`src/rtl/tpp_pkg.sv`:
```
package tpp_pkg;
  localparam int unsigned LANES  = 3;
  localparam int unsigned CODE_W = 3;

  typedef logic [CODE_W-1:0] route_code_t;
  typedef logic [1:0]        lane_sel_t;

  // packed source map: lane j source copy in bits [2j+1:2j]
  function automatic logic [5:0] route_map(input route_code_t code);
    case (code)
      3'd1:    route_map = {2'd2, 2'd0, 2'd1};
      3'd2:    route_map = {2'd1, 2'd2, 2'd0};
      3'd3:    route_map = {2'd0, 2'd1, 2'd2};
      3'd4:    route_map = {2'd0, 2'd2, 2'd1};
      3'd5:    route_map = {2'd1, 2'd0, 2'd2};
      default: route_map = {2'd2, 2'd1, 2'd0};
    endcase
  endfunction

  function automatic lane_sel_t route_src(input route_code_t code, input int unsigned lane);
    logic [5:0] m;
    m = route_map(code);
    route_src = m[2*lane +: 2];
  endfunction
endpackage

```
`src/rtl/tpp_copy.sv`:
```
module tpp_copy #(
  parameter int unsigned W     = 16,
  parameter int unsigned STAGE = 0,
  parameter int unsigned MUL   = 3,
  parameter int unsigned ADD   = 5
) (
  input  logic         clk,
  input  logic         rst_n,
  input  logic [W-1:0] din,
  input  logic         force_hi,
  input  logic         force_lo,
  output logic [W-1:0] dout
);
  localparam logic [W-1:0] K_MUL = W'(MUL);
  localparam logic [W-1:0] K_OFF = W'((STAGE + 1) * ADD);

  function automatic logic [W-1:0] tap_eval(input logic [W-1:0] x);
    tap_eval = (x * K_MUL) + K_OFF;
  endfunction

  logic [W-1:0] q;

  always_ff @(posedge clk or negedge rst_n) begin
    if (!rst_n) q <= '0;
    else        q <= tap_eval(din);
  end

  // test-only stuck-at override, ones dominate
  always_comb begin
    if (force_hi)      dout = '1;
    else if (force_lo) dout = '0;
    else               dout = q;
  end
endmodule

```
`src/rtl/tpp_router.sv`:
```
module tpp_router
  import tpp_pkg::*;
#(
  parameter int unsigned W = 16
) (
  input  logic [LANES*W-1:0] lanes_in,
  input  route_code_t        code,
  output logic [LANES*W-1:0] lanes_out
);
  function automatic logic [W-1:0] pick(input logic [LANES*W-1:0] bus, input lane_sel_t sel);
    case (sel)
      2'd0:    pick = bus[0 +: W];
      2'd1:    pick = bus[W +: W];
      default: pick = bus[2*W +: W];
    endcase
  endfunction

  for (genvar j = 0; j < LANES; j++) begin : g_lane
    assign lanes_out[j*W +: W] = pick(lanes_in, route_src(code, j));
  end
endmodule

```
`src/rtl/tpp_ctrl.sv`:
```
module tpp_ctrl #(
  parameter int unsigned NSTAGE = 4,
  parameter int unsigned CFG_W  = 12
) (
  input  logic              clk,
  input  logic              rst_n,
  input  logic              in_valid,
  input  logic [CFG_W-1:0]  cfg_in,
  output logic [CFG_W-1:0]  cfg_q,
  output logic [NSTAGE-1:0] stg_vld,
  output logic              cfg_chg
);
  logic [NSTAGE-1:0] vld_nxt;

  assign cfg_chg = (cfg_in != cfg_q);

  always_comb begin
    vld_nxt[0] = in_valid;
    for (int s = 1; s < NSTAGE; s++) vld_nxt[s] = cfg_chg ? 1'b0 : stg_vld[s-1];
  end

  always_ff @(posedge clk or negedge rst_n) begin
    if (!rst_n) begin
      cfg_q   <= '0;
      stg_vld <= '0;
    end else begin
      stg_vld <= vld_nxt;
      if (cfg_chg) cfg_q <= cfg_in;
    end
  end
endmodule

```
`src/rtl/tri_perm_pipe.sv`:
```
module tri_perm_pipe
  import tpp_pkg::*;
#(
  parameter int unsigned NSTAGE = 4,
  parameter int unsigned W      = 16,
  parameter int unsigned MUL    = 3,
  parameter int unsigned ADD    = 5
) (
  input  logic                      clk,
  input  logic                      rst_n,
  input  logic                      in_valid,
  input  logic [W-1:0]              in_sample,
  input  logic [CODE_W*NSTAGE-1:0]  cfg_in,
  input  logic [LANES*NSTAGE-1:0]   stuck_hi,
  input  logic [LANES*NSTAGE-1:0]   stuck_lo,
  output logic                      out_valid,
  output logic [W-1:0]              out_inst0,
  output logic [W-1:0]              out_inst1,
  output logic [W-1:0]              out_inst2
);
  localparam int unsigned CFG_W = CODE_W * NSTAGE;
  localparam int unsigned BUS_W = LANES * W;

  logic [CFG_W-1:0]  cfg_q;
  logic [NSTAGE-1:0] stg_vld;
  logic              cfg_chg;

  logic [BUS_W-1:0] stg_in [NSTAGE];
  logic [BUS_W-1:0] copy_q [NSTAGE];
  logic [BUS_W-1:0] routed [NSTAGE];

  tpp_ctrl #(.NSTAGE(NSTAGE), .CFG_W(CFG_W)) u_ctrl (
    .clk     (clk),
    .rst_n   (rst_n),
    .in_valid(in_valid),
    .cfg_in  (cfg_in),
    .cfg_q   (cfg_q),
    .stg_vld (stg_vld),
    .cfg_chg (cfg_chg)
  );

  for (genvar s = 0; s < NSTAGE; s++) begin : g_stage
    if (s == 0) begin : g_head
      assign stg_in[s] = {LANES{in_sample}};
    end else begin : g_link
      assign stg_in[s] = routed[s-1];
    end

    for (genvar j = 0; j < LANES; j++) begin : g_copy
      tpp_copy #(.W(W), .STAGE(s), .MUL(MUL), .ADD(ADD)) u_copy (
        .clk     (clk),
        .rst_n   (rst_n),
        .din     (stg_in[s][j*W +: W]),
        .force_hi(stuck_hi[s*LANES + j]),
        .force_lo(stuck_lo[s*LANES + j]),
        .dout    (copy_q[s][j*W +: W])
      );
    end

    tpp_router #(.W(W)) u_route (
      .lanes_in (copy_q[s]),
      .code     (cfg_q[s*CODE_W +: CODE_W]),
      .lanes_out(routed[s])
    );
  end

  assign out_valid = stg_vld[NSTAGE-1];
  assign out_inst0 = routed[NSTAGE-1][0 +: W];
  assign out_inst1 = routed[NSTAGE-1][W +: W];
  assign out_inst2 = routed[NSTAGE-1][2*W +: W];
endmodule

```
`config.mk`:
```
export PLATFORM = sky130hd
export DESIGN_NAME = tri_perm_pipe
export DESIGN_NICKNAME = d
export VERILOG_FILES = /design/src/rtl/tpp_pkg.sv /design/src/rtl/tpp_copy.sv /design/src/rtl/tpp_router.sv /design/src/rtl/tpp_ctrl.sv /design/src/rtl/tri_perm_pipe.sv
export SDC_FILE = /design/constraint.sdc
export NUM_CORES = 1
export LEC_CHECK = 0
export BUFFER_PORTS_ARGS = -buffer_cell sky130_fd_sc_hd__buf_2
export CAP_MARGIN = 20
export CORE_ASPECT_RATIO = 2
export CORE_MARGIN = 4
export CORE_UTILIZATION = 58
export DETAILED_ROUTE_END_ITERATION = 8
export PLACE_DENSITY = 0.76
export SLEW_MARGIN = 20
export SYNTH_ARGS = -nofsm -noshare
export SYNTH_HDL_FRONTEND = slang
export SYNTH_SLANG_ARGS = --single-unit
```
`constraint.sdc`:
```
create_clock -name clk -period 5.6 [get_ports clk]
set_clock_uncertainty 0.15 [all_clocks]
set_input_delay 0.84 -clock clk [delete_from_list [all_inputs] [get_ports clk]]
set_output_delay 0.84 -clock clk [all_outputs]
set_load 0.02 [all_outputs]
```
==> flow_summary.yaml <==
outcome:
  outcome: "complete, no violations"
floorplan:
  io_pins: 104
  initial_core_util_pct: 58.7
  die_w_um: 133
  placementRows: 91
  die_y_um: 257
  core_sq_um: 30700
  die-area_sq_um: 34200
timing:
  report.final.slew_viol_count: 0
  setup_tns_ns: 0
  finalCritPeriodShare_pct: 92.8
  fin_crit_ns: 5.20
  finalSetupViolCount: 0
  worstMarginPinSlew_ns: 1.16
  worst_slack_ns: 0.401
  max_freq_mhz: 192
  hold_viol_final: 0
  rsz0062_at_grt: "no"
  slew_headroom_pct: 22.1
routing:
  highest_layer: "met4"
  num_vias: 16900
  routed_via_density: 6.52
  drt-wirelength-per-cell_um: 20.7
  drt_iter0_drc: 936
  wl_met3_um: 1730
  wl_met2_um: 31000
  met1Wirelength_um: 15700
  firstDrtPassIters: 6
  routed_wl_um: 53500
  ant_nets: 0
  drc: 0
hold_path:
  hold_class: "primary input to asynchronous set/reset pin"
clock_network:
  clkSinkCount: 176
  cts_setup_buffers: 0
  clockBufferDepth: 2
  ctsResizeCount: 0
  clk_pin_slew_ns: 0.07
  root_buffer: "clkbuf_16"
  clk_latency_ns: 0.46
  cts_hold_buffers: 0
  cts_tree: "done"
  numCtsBuffers: 17
  cts_max_level: 4
yosys:
  synth-seq-cells: 176
  ys_top_cells_by_area: "dfrtp_1 (24%), ha_1 (19%), a21oi_1 (6.5%)"
  yosys.area.top_type: "dfrtp_1"
  synth_edf_count: 0
  syn-instance-count: 2173
  ys.flop_type: "dfrtp_1"
  synth.top_cell.area_share_pct: 24.4
  ys_seq_area_share_pct: 24.4
  yosys_warnings: 0
  ys_types: 79
  synth_nets: 2505
  syn_avg_cell_area_sq_um: 8.31
  synth-async-reset-ratio_pct: 100
  syn-cell-area_sq_um: 18000
pwr:
  p_leak_nw: 9.15
  power_density_nw_per_um2: 439
  irDropWorstVdd_v: 0.000269
placement:
  finalWeightedCongestion: 1.02
  placedCellCount: 2554
  io_buffers: 103
  dpl.hpwl_um: 43700
  pre_cts_slack_ns: 0.541
final_layout:
  nets: 2533
  areaGrowthSynthToFinish_pct: 7.84
  fin_cells: 2586
  drive_above_1_share_pct: 9.80
  antenna-diode-count: 0
  layout_commonest_cell: "ha_1"
  layout_common_cells: "ha_1 (270), a21oi_1 (234), nand2_1 (184)"
worst_setup_path:
  crit_top_cell: "o21ai_0"
  cp-end-kind: "register"
  critPathMaxFanout: 17
  critPathLaunchType: "register"
  cp_data_arrival_time_ns: 5.43
  crit_family: "compound AO/OA/AOI/OAI gates"
  worstPathCellList: "nor2b_1, buf_4, a21o_1, a22oi_1, o21a_1, ha_1, ha_1, inv_1, fa_1, nor2b_1, o21ai_0, a21boi_0, o21ai_0, a21boi_0, o21ai_0, a21boi_0, o21ai_0, nor2b_1, xnor2_1"
  required_ns: 5.83
  crit_buf_inv: 2
  cpMaxStageDelayCell: "o21ai_0"
  crit_type: "register to register"
  critPathMaxStageDelay_ns: 0.62
grt:
  grt_usage_pct: 31.3
  antenna_found_initial: 0
  grt_max_degree: 72
  grt_pass1_wl_um: 85600
  overflow: 0
  grt_pass1_vias: 17600
job:
  drv_cap: 0
## metal layers
metal  global-route usage, %  vias up
li1                        -     7975
met1                    24.0     7990
met2                    64.7      623
met3                    3.89      285
met4                    27.3        0
met5                       0        -
## worst paths after layout
check | startpoint | to | slack, ns | cells after the start
worst max-delay path | u_ctrl.cfg_q[1] | g_stage[1].g_copy[2].u_copy.q[12] | 0.40 | 19
worst min-delay path | rst_n | g_stage[1].g_copy[2].u_copy.q[14] | 0.22 | 1
worst max register to register | u_ctrl.cfg_q[1] | g_stage[1].g_copy[2].u_copy.q[12] | 0.40 | 19
worst min register to register | u_ctrl.stg_vld[0] | u_ctrl.stg_vld[1] | 0.31 | 1
max in group asynchronous | rst_n | u_ctrl.cfg_q[5] | 3.87 | 2
min in group clk | u_ctrl.stg_vld[0] | u_ctrl.stg_vld[1] | 0.31 | 1
## cell usage after synthesis, drive strengths merged (66+ instances only)
library cell	number
a21o	87
a21oi	235
a221oi	66
clkbuf	119
dfrtp	176
ha	270
inv	145
nand2	184
nor2	170
o21ai	111
o221ai	95
xnor2	122
## flip-flops by register name, indices dropped and copies added, names as in the netlist
name / count
g_stage.g_copy.u_copy.q: 160
u_ctrl.cfg_q: 12
u_ctrl.stg_vld: 4
## report_power, final
part | switching [mW] | internal, mW | leakage (nW)
sequential | 0.225 | 1.86 | 2.05
clock | 0.553 | 0.685 | 0.300
combinational | 2.99 | 2.23 | 6.80
## through the flow
stage | hold slack, ns | utilization, % | area, sq um | power (mW)
final | 0.222 | 63.3 | 19500 | 8.54
after global routing | 0.269 | 63.3 | 19500 | 9.27
after CTS | 0.245 | 63.3 | 19500 | 8.53
after detailed placement | 0.291 | 61.3 | 18800 | 7.25
after global placement | 0.287 | 61.3 | 18800 | 7.08
after floorplan | 0.278 | - | 18000 | 5.98
## worst register-to-register path: stages (launching register included)
cell and delay (ns):
dfrtp_1 0.49, nor2b_1 0.26, buf_4 0.30, a21o_1 0.52, a22oi_1 0.14, o21a_1 0.15
ha_1 0.30, ha_1 0.20, inv_1 0.08, fa_1 0.22, nor2b_1 0.06, o21ai_0 0.23
a21boi_0 0.17, o21ai_0 0.62, a21boi_0 0.26, o21ai_0 0.27, a21boi_0 0.17, o21ai_0 0.22
nor2b_1 0.19, xnor2_1 0.13
## final cells by class
cell class	instances	area [sq um]
multi-input combinational	1715	12600
fill	2634	11300
sequential	176	4410
timing repair buffer	146	857
inverter	145	544
tap	372	465
clock buffer	18	439
clock inverter	14	175
## kinds of logic after synthesis
kind of cell	Yosys count	share of synthesized area, %
compound gates	748	28.5
fa+ha+maj	277	19.5
mux	18	1.11
flops	176	24.4
buf+inv	282	6.02
simple gates	519	13.0
xor+xnor	153	7.50
No activity file was read; power rests on OpenSTA's default activity.
